## src/rtl/fxp_norm_pkg.sv

```systemverilog
package fxp_norm_pkg;

    typedef enum logic {
        ST_IDLE = 1'b0,
        ST_RUN  = 1'b1
    } norm_state_e;

    typedef enum logic {
        FMT_EXCESS = 1'b0,
        FMT_HIDDEN = 1'b1
    } norm_fmt_e;

endpackage

```

## src/rtl/fxp_norm_ctrl.sv

```systemverilog
module fxp_norm_ctrl
    import fxp_norm_pkg::*;
(
    input  logic clk,
    input  logic rst_n,
    input  logic start,
    input  logic is_zero,
    input  logic is_norm,
    output logic load,
    output logic step,
    output logic capture,
    output logic busy
);

    norm_state_e st_d, st_q;

    always_comb begin
        st_d    = st_q;
        load    = 1'b0;
        step    = 1'b0;
        capture = 1'b0;
        case (st_q)
            ST_IDLE: begin
                if (start) begin
                    load = 1'b1;
                    st_d = ST_RUN;
                end
            end
            ST_RUN: begin
                if (is_zero || is_norm) begin
                    capture = 1'b1;
                    st_d    = ST_IDLE;
                end else begin
                    step = 1'b1;
                end
            end
            default: st_d = ST_IDLE;
        endcase
    end

    always_ff @(posedge clk or negedge rst_n) begin
        if (!rst_n) st_q <= ST_IDLE;
        else        st_q <= st_d;
    end

    assign busy = (st_q == ST_RUN);

    // A zero magnitude is finished on the first running cycle
    p_zero_no_shift_r8: assert property (@(posedge clk) disable iff (!rst_n)
        (busy && is_zero) |-> !step);

    // Loading is only possible from idle; while running start has no effect
    p_no_reload_r10: assert property (@(posedge clk) disable iff (!rst_n)
        busy |=> !load);

endmodule

```

## src/rtl/fxp_norm_shifter.sv

```systemverilog
module fxp_norm_shifter #(
    parameter int INT_W  = 16,
    parameter int FRAC_W = 16,
    parameter int CNT_W  = 8
) (
    input  logic                           clk,
    input  logic                           rst_n,
    input  logic                           load,
    input  logic                           step,
    input  logic [INT_W+FRAC_W-1:0]        mag_in,
    output logic [2*INT_W+FRAC_W-1:0]      acc,
    output logic [CNT_W-1:0]               cnt,
    output logic                           is_zero,
    output logic                           is_norm
);

    localparam int ACC_W = 2 * INT_W + FRAC_W;
    localparam int PT    = ACC_W - INT_W;   // bits below the binary point

    typedef struct packed {
        logic [ACC_W-1:0] acc;
        logic [CNT_W-1:0] cnt;
    } shf_t;

    shf_t s_d, s_q;
    logic too_big;

    assign too_big = |s_q.acc[ACC_W-1:PT];
    assign is_zero = ~|s_q.acc;
    assign is_norm = !too_big && s_q.acc[PT-1];

    always_comb begin
        s_d = s_q;
        if (load) begin
            s_d.acc = {mag_in, {INT_W{1'b0}}};
            s_d.cnt = '0;
        end else if (step) begin
            if (too_big) begin
                s_d.acc = s_q.acc >> 1;
                s_d.cnt = s_q.cnt + CNT_W'(1);
            end else begin
                s_d.acc = s_q.acc << 1;
                s_d.cnt = s_q.cnt - CNT_W'(1);
            end
        end
    end

    always_ff @(posedge clk or negedge rst_n) begin
        if (!rst_n) s_q <= '0;
        else        s_q <= s_d;
    end

    assign acc = s_q.acc;
    assign cnt = s_q.cnt;

    // One position per clock: the counter moves by exactly one
    p_unit_step_r3: assert property (@(posedge clk) disable iff (!rst_n)
        step |=> ((s_q.cnt == $past(s_q.cnt) + CNT_W'(1)) ||
                  (s_q.cnt == $past(s_q.cnt) - CNT_W'(1))));

    // No set bit is lost while moving; truncation happens only at the output
    p_bits_kept_r3: assert property (@(posedge clk) disable iff (!rst_n)
        step |=> ($countones(s_q.acc) == $past($countones(s_q.acc))));

    // Exponent stays inside the range the Q format allows
    p_exp_range_r4: assert property (@(posedge clk) disable iff (!rst_n)
        ($signed(s_q.cnt) <= $signed(CNT_W'(INT_W))) &&
        ($signed(s_q.cnt) >= -$signed(CNT_W'(FRAC_W - 1))));

endmodule

```

## src/rtl/fxp_norm_packer.sv

```systemverilog
module fxp_norm_packer #(
    parameter int EXP_W  = 8,
    parameter int MANT_W = 23,
    parameter int CNT_W  = 8
) (
    input  logic [MANT_W:0]      frac_top,
    input  logic [CNT_W-1:0]     cnt,
    input  logic                 is_zero,
    input  logic                 fmt,
    output logic [EXP_W-1:0]     exp_field,
    output logic [MANT_W-1:0]    mant_field
);

    localparam int EXT_W = EXP_W + CNT_W;
    localparam logic signed [EXT_W-1:0] BIAS_EXCESS = EXT_W'(2 ** (EXP_W - 1));
    localparam logic signed [EXT_W-1:0] BIAS_HIDDEN = EXT_W'(2 ** (EXP_W - 1) - 2);

    logic signed [EXT_W-1:0] e_ext;

    always_comb begin
        e_ext = EXT_W'($signed(cnt)) + (fmt ? BIAS_HIDDEN : BIAS_EXCESS);
        if (is_zero) begin
            exp_field  = '0;
            mant_field = '0;
        end else begin
            exp_field  = e_ext[EXP_W-1:0];
            mant_field = fmt ? frac_top[MANT_W-1:0] : frac_top[MANT_W:1];
        end
    end

endmodule

```

## src/rtl/fxp_flt_normalizer.sv

```systemverilog
module fxp_flt_normalizer
    import fxp_norm_pkg::*;
#(
    parameter int INT_W  = 16,
    parameter int FRAC_W = 16,
    parameter int EXP_W  = 8,
    parameter int MANT_W = 23
) (
    input  logic                    clk,
    input  logic                    rst_n,
    input  logic                    start,
    input  logic                    fmt_sel,
    input  logic                    sign_in,
    input  logic [INT_W+FRAC_W-1:0] mag_in,
    output logic                    busy,
    output logic                    done,
    output logic                    sign_out,
    output logic [EXP_W-1:0]        exp_out,
    output logic [MANT_W-1:0]       mant_out
);

    localparam int IN_W  = INT_W + FRAC_W;
    localparam int ACC_W = 2 * INT_W + FRAC_W;
    localparam int PT    = ACC_W - INT_W;
    localparam int CNT_W = $clog2(ACC_W) + 2;

    typedef struct packed {
        logic              sign;
        norm_fmt_e         fmt;
        logic              done;
        logic              r_sign;
        logic              r_zero;
        logic [EXP_W-1:0]  r_exp;
        logic [MANT_W-1:0] r_mant;
    } top_t;

    top_t t_d, t_q;

    logic              load, step, capture, busy_w;
    logic [ACC_W-1:0]  acc;
    logic [CNT_W-1:0]  cnt;
    logic              is_zero, is_norm;
    logic [EXP_W-1:0]  exp_field;
    logic [MANT_W-1:0] mant_field;

    fxp_norm_ctrl u_ctrl (
        .clk     (clk),
        .rst_n   (rst_n),
        .start   (start),
        .is_zero (is_zero),
        .is_norm (is_norm),
        .load    (load),
        .step    (step),
        .capture (capture),
        .busy    (busy_w)
    );

    fxp_norm_shifter #(
        .INT_W  (INT_W),
        .FRAC_W (FRAC_W),
        .CNT_W  (CNT_W)
    ) u_shift (
        .clk     (clk),
        .rst_n   (rst_n),
        .load    (load),
        .step    (step),
        .mag_in  (mag_in),
        .acc     (acc),
        .cnt     (cnt),
        .is_zero (is_zero),
        .is_norm (is_norm)
    );

    fxp_norm_packer #(
        .EXP_W  (EXP_W),
        .MANT_W (MANT_W),
        .CNT_W  (CNT_W)
    ) u_pack (
        .frac_top   (acc[PT-1 -: MANT_W+1]),
        .cnt        (cnt),
        .is_zero    (is_zero),
        .fmt        (t_q.fmt == FMT_HIDDEN),
        .exp_field  (exp_field),
        .mant_field (mant_field)
    );

    always_comb begin
        t_d      = t_q;
        t_d.done = 1'b0;
        if (load) begin
            t_d.sign = sign_in;
            t_d.fmt  = fmt_sel ? FMT_HIDDEN : FMT_EXCESS;
        end
        if (capture) begin
            t_d.done   = 1'b1;
            t_d.r_sign = t_q.sign;
            t_d.r_zero = is_zero;
            t_d.r_exp  = exp_field;
            t_d.r_mant = mant_field;
        end
    end

    always_ff @(posedge clk or negedge rst_n) begin
        if (!rst_n) t_q <= '0;
        else        t_q <= t_d;
    end

    assign busy     = busy_w;
    assign done     = t_q.done;
    assign sign_out = t_q.r_sign;
    assign exp_out  = t_q.r_exp;
    assign mant_out = t_q.r_mant;

    // Operands latched at start stay put while a conversion runs
    p_start_ignored_r10: assert property (@(posedge clk) disable iff (!rst_n)
        (busy_w && start) |=> ($stable(t_q.sign) && $stable(t_q.fmt)));

    p_done_pulse_r11: assert property (@(posedge clk) disable iff (!rst_n)
        t_q.done |=> !t_q.done);

    p_hold_r11: assert property (@(posedge clk) disable iff (!rst_n)
        !t_q.done |-> ($stable(t_q.r_exp) && $stable(t_q.r_mant) && $stable(t_q.r_sign)));

    // Excess form keeps the leading one in the top mantissa bit
    p_lead_one_r5: assert property (@(posedge clk) disable iff (!rst_n)
        (t_q.done && !t_q.r_zero && t_q.fmt == FMT_EXCESS) |-> t_q.r_mant[MANT_W-1]);

    p_zero_result_r8: assert property (@(posedge clk) disable iff (!rst_n)
        (t_q.done && t_q.r_zero) |-> (t_q.r_exp == '0 && t_q.r_mant == '0));

    p_reserved_r12: assert property (@(posedge clk) disable iff (!rst_n)
        (t_q.done && !t_q.r_zero && t_q.fmt == FMT_HIDDEN) |->
            (t_q.r_exp != '0 && t_q.r_exp != '1));

    p_done_not_busy_r2: assert property (@(posedge clk) disable iff (!rst_n)
        t_q.done |-> !busy_w || $past(start));

endmodule

```

## config.mk

```make
export PLATFORM = sky130hd
export DESIGN_NAME = fxp_flt_normalizer
export DESIGN_NICKNAME = d
export VERILOG_FILES = /design/src/rtl/fxp_norm_pkg.sv /design/src/rtl/fxp_norm_ctrl.sv /design/src/rtl/fxp_norm_shifter.sv /design/src/rtl/fxp_norm_packer.sv /design/src/rtl/fxp_flt_normalizer.sv
export SDC_FILE = /design/constraint.sdc
export NUM_CORES = 1
export LEC_CHECK = 0
export ABC_AREA = 1
export BUFFER_PORTS_ARGS = -buffer_cell sky130_fd_sc_hd__buf_2
export CORE_MARGIN = 4
export CORE_UTILIZATION = 60
export CTS_CLUSTER_SIZE = 28
export DETAILED_ROUTE_END_ITERATION = 10
export PLACE_DENSITY = 0.82
export SYNTH_ARGS = -nofsm -noshare
export SYNTH_HDL_FRONTEND = slang
export SYNTH_SLANG_ARGS = --single-unit
```

## constraint.sdc

```tcl
create_clock -name clk -period 3.4 [get_ports clk]
set_input_delay 0 -clock clk [delete_from_list [all_inputs] [get_ports clk]]
set_output_delay 0 -clock clk [all_outputs]
set_load 0.02 [all_outputs]
```

======== Yosys cells after proc, flatten, opt, wreduce, memory -nomap -nowiden ========
Cells that the tools add are included.
W data, S select, Z words.
storage, ports and cells
  register bits after elaboration ......... 93
operators by class
  $add $sub $neg .......................... 3
  muxes and demuxes ....................... 16
  bitwise operators ....................... 1
  reductions and logical operators ........ 7
operators with widths
  operator               count
  $mux W56               3
  $reduce_or A48 Y1      1
  $mux W23               2
  $mux W34               1
  $mux W8                2
  $reduce_or A16 Y1      1
  $add A8 B1 Y8 const B  1
  $add A8 B8 Y8          1
  $sub A8 B1 Y8 const B  1
  $mux W1                7
  $logic_not A1 Y1       2
  $pmux W1 S2            1
  $reduce_bool A2 Y1     1
  $logic_and A1 B1 Y1    1
  $logic_or A1 B1 Y1     1
  $not A1 Y1             1

======== Depth between registers and ports, before layout ========
  depth in word-level cells ............... 8
  gate-level depth with buffers ........... 16

======== Hierarchy ========
Synthesis repeated with hierarchy kept, for this count alone.
unflattened totals
  cell total of the unflattened synthesis .. 683
  area, all modules ....................... 5321.4 µm²
modules (own cells, without submodules)
  module              instances  cells an instance  area an instance (µm²)
  fxp_norm_shifter    1          365                2992.9
  fxp_flt_normalizer  1          177                1626.6
  fxp_norm_packer     1          132                644.4
  fxp_norm_ctrl       1          9                  57.6

======== Worst setup path after synthesis ========
No wires, ideal clock.
  kind .................................... flip-flop to flip-flop
  start ................................... register u_shift.s_q (netlist bit u_shift.acc[33])
  end ..................................... register u_shift.s_q (netlist bit u_shift.cnt[7])
  library setup time ...................... 0.118 ns
  data arrival time ....................... 2.027 ns
  data required time ...................... 3.282 ns
  path slack .............................. 1.255 ns
  cell stages (with the launch flop) ...... 16
  buffers on the path ..................... 1
  clock period less this slack ............ 2.145 ns
  cell sequence ........................... dfrtp_1 > nor2_1 > nand3_1 > nor2_2 > nand2_2 > inv_2 > buf_2 > ha_1 > a21oi_1 > nor2_1 > nor2_1 > o21ai_0 > nand3_1 > nand2_1 > nand2_1 > nand2_1
between the ends
  word-level cells in the longest chain between the ends .. 7
  elaborated cells between the ends (all ways) .. 12
ends and longest elaborated chain
  what                          RTL line                RTL
  start: declaration            fxp_norm_shifter.sv:25  shf_t s_d, s_q;
  start signal: assignment      fxp_norm_shifter.sv:49  if (!rst_n) s_q <= '0;
  start signal: assignment      fxp_norm_shifter.sv:50  else s_q <= s_d;
  $reduce_or A16 Y1             fxp_norm_shifter.sv:28  assign too_big = |s_q.acc[ACC_W-1:PT];
  $logic_not A1 Y1              fxp_norm_shifter.sv:30  assign is_norm = !too_big && s_q.acc[PT-1];
  $logic_and A1 B1 Y1           fxp_norm_shifter.sv:30
  $logic_or A1 B1 Y1            fxp_norm_ctrl.sv:30     if (is_zero || is_norm) begin
  $mux W1                       fxp_norm_ctrl.sv:30
  $mux W1                       fxp_norm_ctrl.sv:22     case (st_q)
  $reduce_bool A2 Y1 (no line)  -
Several ways; a longest one is shown, not always the timed one. The select of a mux whose other input is x is not followed.
A chain may end at the register's enable or synchronous reset.

======== Worst setup path after layout ========
  start ................................... register u_shift.s_q (netlist bit u_shift.acc[33])
  end ..................................... register t_q (netlist bit mant_out[8])
between the ends
  word-level cells in the longest chain between the ends .. 6
  elaborated cells between the ends (all ways) .. 9
ends and longest elaborated chain
  what                    RTL line                   RTL
  $reduce_or A16 Y1       fxp_norm_shifter.sv:28
  $logic_not A1 Y1        fxp_norm_shifter.sv:30
  $logic_and A1 B1 Y1     fxp_norm_shifter.sv:30
  $logic_or A1 B1 Y1      fxp_norm_ctrl.sv:30
  $mux W1                 fxp_norm_ctrl.sv:30
  $mux W1                 fxp_norm_ctrl.sv:22
  end signal: assignment  fxp_flt_normalizer.sv:105  else t_q <= t_d;
  end: declaration        fxp_flt_normalizer.sv:37   top_t t_d, t_q;
Several ways; a longest one is shown, not always the timed one.

==> impl_results.md <==
* FP Rows at 35
* Initial Util at 0.615
* Critical path endpoint category: flop
* Chip width at between 100 and 150 µm
* Top cells by area, synth: dfrtp_1, nand2_1, nand3_1
* Finish-stage setup viols at 0
* Synth top cells by count: nand2_1, dfrtp_1, nand3_1
* H-tree levels at 3
* Mean post-synth cell area at around 7 µm²
* Post-route ant nets at 0
* Mapped Cells at 820
* Die extent in y at 105 µm
* Routed via count at 5,225
* Maximum fanout along the worst path at 49
* Final WL at 13,100 µm
* Kind of critical path: flop to flop
* GR Overflow Total at 0
* Ant diodes at 0
* 1st-pass router iterations at 7
* Area leader, netlist: dfrtp_1
* Share of post-route cells with drive strength above 1 at 0.123
* Post-DR wirelength/cell at between 10 and 15 µm
* Worst skew pair latency at between 300 and 400 ps
* Largest net degree at the start of global routing at 85
* CP delay by family, top: simple AND/OR/NAND/NOR gates
* Syn Nets at 872
* Post-synthesis sequential area ratio at 0.407
* Placed cell area at 5760 µm²
* Worst Path Buf+Inv at 2
* Number of synthesized flops with an enable pin at 0
* CTS buffer count at 9
* Fin crit share at 0.806
* TNS Setup at 0 ps
* Final nets at 924
* Synth top area share at 0.407
* GPL Wtd Cong at approximately 0.9
* Leakage at 3.63 nW
* Post-CTS Resized at 0
* Post-layout instance area at 6290 µm²
* Min cycle time layout at approximately 2700 ps
* Clock transition at the registers of the reported paths at 100 ps
* VDD IR max at 0.484 mV
* WP data arrival at 3040 ps
* WP depth at 11
* Detail Placement HPWL at 8520 µm
* Netlist Area Pre-Place at 5660 µm²
* Number of port buffers at 70
* FFs w/ async S/R, synth at 1.00
* Crit-path cells: nor2_1, nand3_1, nor2_2, nand2_2, inv_2, nand2_4, nand2_1, nand2_2, inv_2, nand2_1, nand2_1
* Post-synth cell types at 30
* Io pins at 71
* Clock net sink count at 92
* Total GRT Usage at 0.247
* Pwr Density at around 930 nW/µm²
* Min-Delay Path Depth at 5
* Vias/cell at 5.29
* Status: completed
* Yosys reg bits at 92
* Synthesis warning total at 0
* Max-cap violations at 0
* Delay of the slowest critical-path stage at 440 ps
* Vias in the first global route at 4,912
* Fin. Hold Viols at 0
* Initial antenna violation count at 0
* Worst setup SP type: flop
* DRC at 0
* First-pass GRT wire length at 22,800 µm
* Slew Limit Fails at 0
* CTS tree: built
* Min-Delay Path Class: input pin to flop
* Most frequent cell after synthesis: nand2_1
* Final clock skew at 14.9 ps
* R2R cell count at 11
* 1st-iter DRT viols at 453
* RSZ-0062 raised after global routing: false
* Top cell by count, worst path: nand2_1
* Slowest-stage cell, CP: nand2_2
* Core footprint at 9200 µm²
* Root Buffer: clkbuf_8
* Worst slew pin tran at 920 ps
* Die area at 11,000 µm²
* Area grow syn2layout at 11.3%
* Slew headroom at 0.387
* Max frequency at 0.365 GHz
* Worst endpoint required time at 3700 ps
* CTS Buffer Depth at 2
* Ys flop type: dfrtp_1
[cell type report]
cell class	count	area, µm²
clock buffer	10	128
fill	794	2900
multi-input combinational	590	2650
sequential	92	2300
timing repair buffer	113	763
tap	111	139
inverter	66	248
clock inverter	5	61.3
[power by group]
part	switching [mW]	internal, mW
clock network	0.395	0.339
logic	2.04	1.14
registers	0.389	1.56
total	2.82	3.05
[worst paths after layout]
path | startpoint | end | slack (ps)
worst max-delay path | u_shift.acc[33]$_DFFE_PN0P_ | mant_out[8]$_DFFE_PN0P_ | 660
worst min-delay path | start | u_shift.acc[24]$_DFFE_PN0P_ | 280
worst max register to register | u_shift.acc[33]$_DFFE_PN0P_ | mant_out[8]$_DFFE_PN0P_ | 660
worst min register to register | mant_out[8]$_DFFE_PN0P_ | mant_out[8]$_DFFE_PN0P_ | 480
max in group asynchronous | rst_n | u_shift.acc[2]$_DFFE_PN0P_ | 2210
min in group asynchronous | rst_n | mant_out[5]$_DFFE_PN0P_ | 310
[through the flow]
| step | total power, mW | cells | hold WS [ps] | util | setup slack, ps |
|---|---|---|---|---|---|
| floorplan | 4.55 | 820 | -296 | - | 1250 |
| global placement | 4.97 | 937 | 180 | 0.626 | 838 |
| detailed placement | 5.10 | 937 | 187 | 0.626 | 687 |
| CTS | 5.87 | 987 | 253 | 0.684 | 640 |
| global route | 6.49 | 987 | 325 | 0.684 | 319 |
| finish | 5.86 | 987 | 282 | 0.684 | 659 |
[placed cells by master (no fill, tap or decap), drive strengths merged]
| cell | netlist | routed |
|---|---|---|
| inv | 66 | 67 |
| bufinv | 0 | 1 |
| a21oi | 5 | 5 |
| dfrtp | 92 | 92 |
| a21o | 1 | 1 |
| clkbuf | 21 | 10 |
| ha | 13 | 13 |
| a31oi | 2 | 2 |
| nand3 | 84 | 84 |
| and2 | 2 | 2 |
| nor3 | 1 | 1 |
| buf | 51 | 78 |
| dlygate4sd3 | 0 | 35 |
| fa | 2 | 2 |
| nand3b | 1 | 1 |
| xnor2 | 3 | 3 |
| nand4 | 5 | 5 |
| o21ai | 59 | 59 |
| or2 | 3 | 3 |
| nor2 | 38 | 38 |
| nand2 | 368 | 368 |
| o21bai | 1 | 1 |
| xor2 | 2 | 2 |
| clkinvlp | 0 | 3 |
[state kept, by name, summed over array words and instances, names as in the netlist]
name / count
mant_out: 23
sign_out: 1
u_ctrl.busy: 1
exp_out: 8
t_q: 2
u_shift.cnt: 8
done: 1
u_shift.acc: 48
[logic make-up after synthesis]
family                     Yosys count  share of synthesized area
DFF                                 92                      0.407
and+or+nand+nor                    502                      0.361
buffers and inverters              138                      0.124
xor gates and xnor gates             5                    0.00774
adders and majority gates           15                     0.0358
AOI/OAI and AO/OA                   68                     0.0641
[worst min-delay path: stages]
cell and delay, ps:
buf_2 100, nand2_2 60, nand2_1 310, nand2_1 90, nand2_1 50
[what timing repair did]
action | CTS | global route
endpoints found under the hold margin | 105 | 0
buffers inserted | 0 | 0
hold buffers | 35 | 0
[routing by layer]
metal,track usage,vias to the layer above,part of all wire
met3,0.0340,33,0.064
met5,0,-,0
met4,0.0750,0,0.020
met1,0.338,2373,0.44
met2,0.409,198,0.48
li1,-,2621,-
Power figures use the tool's default switching activity.
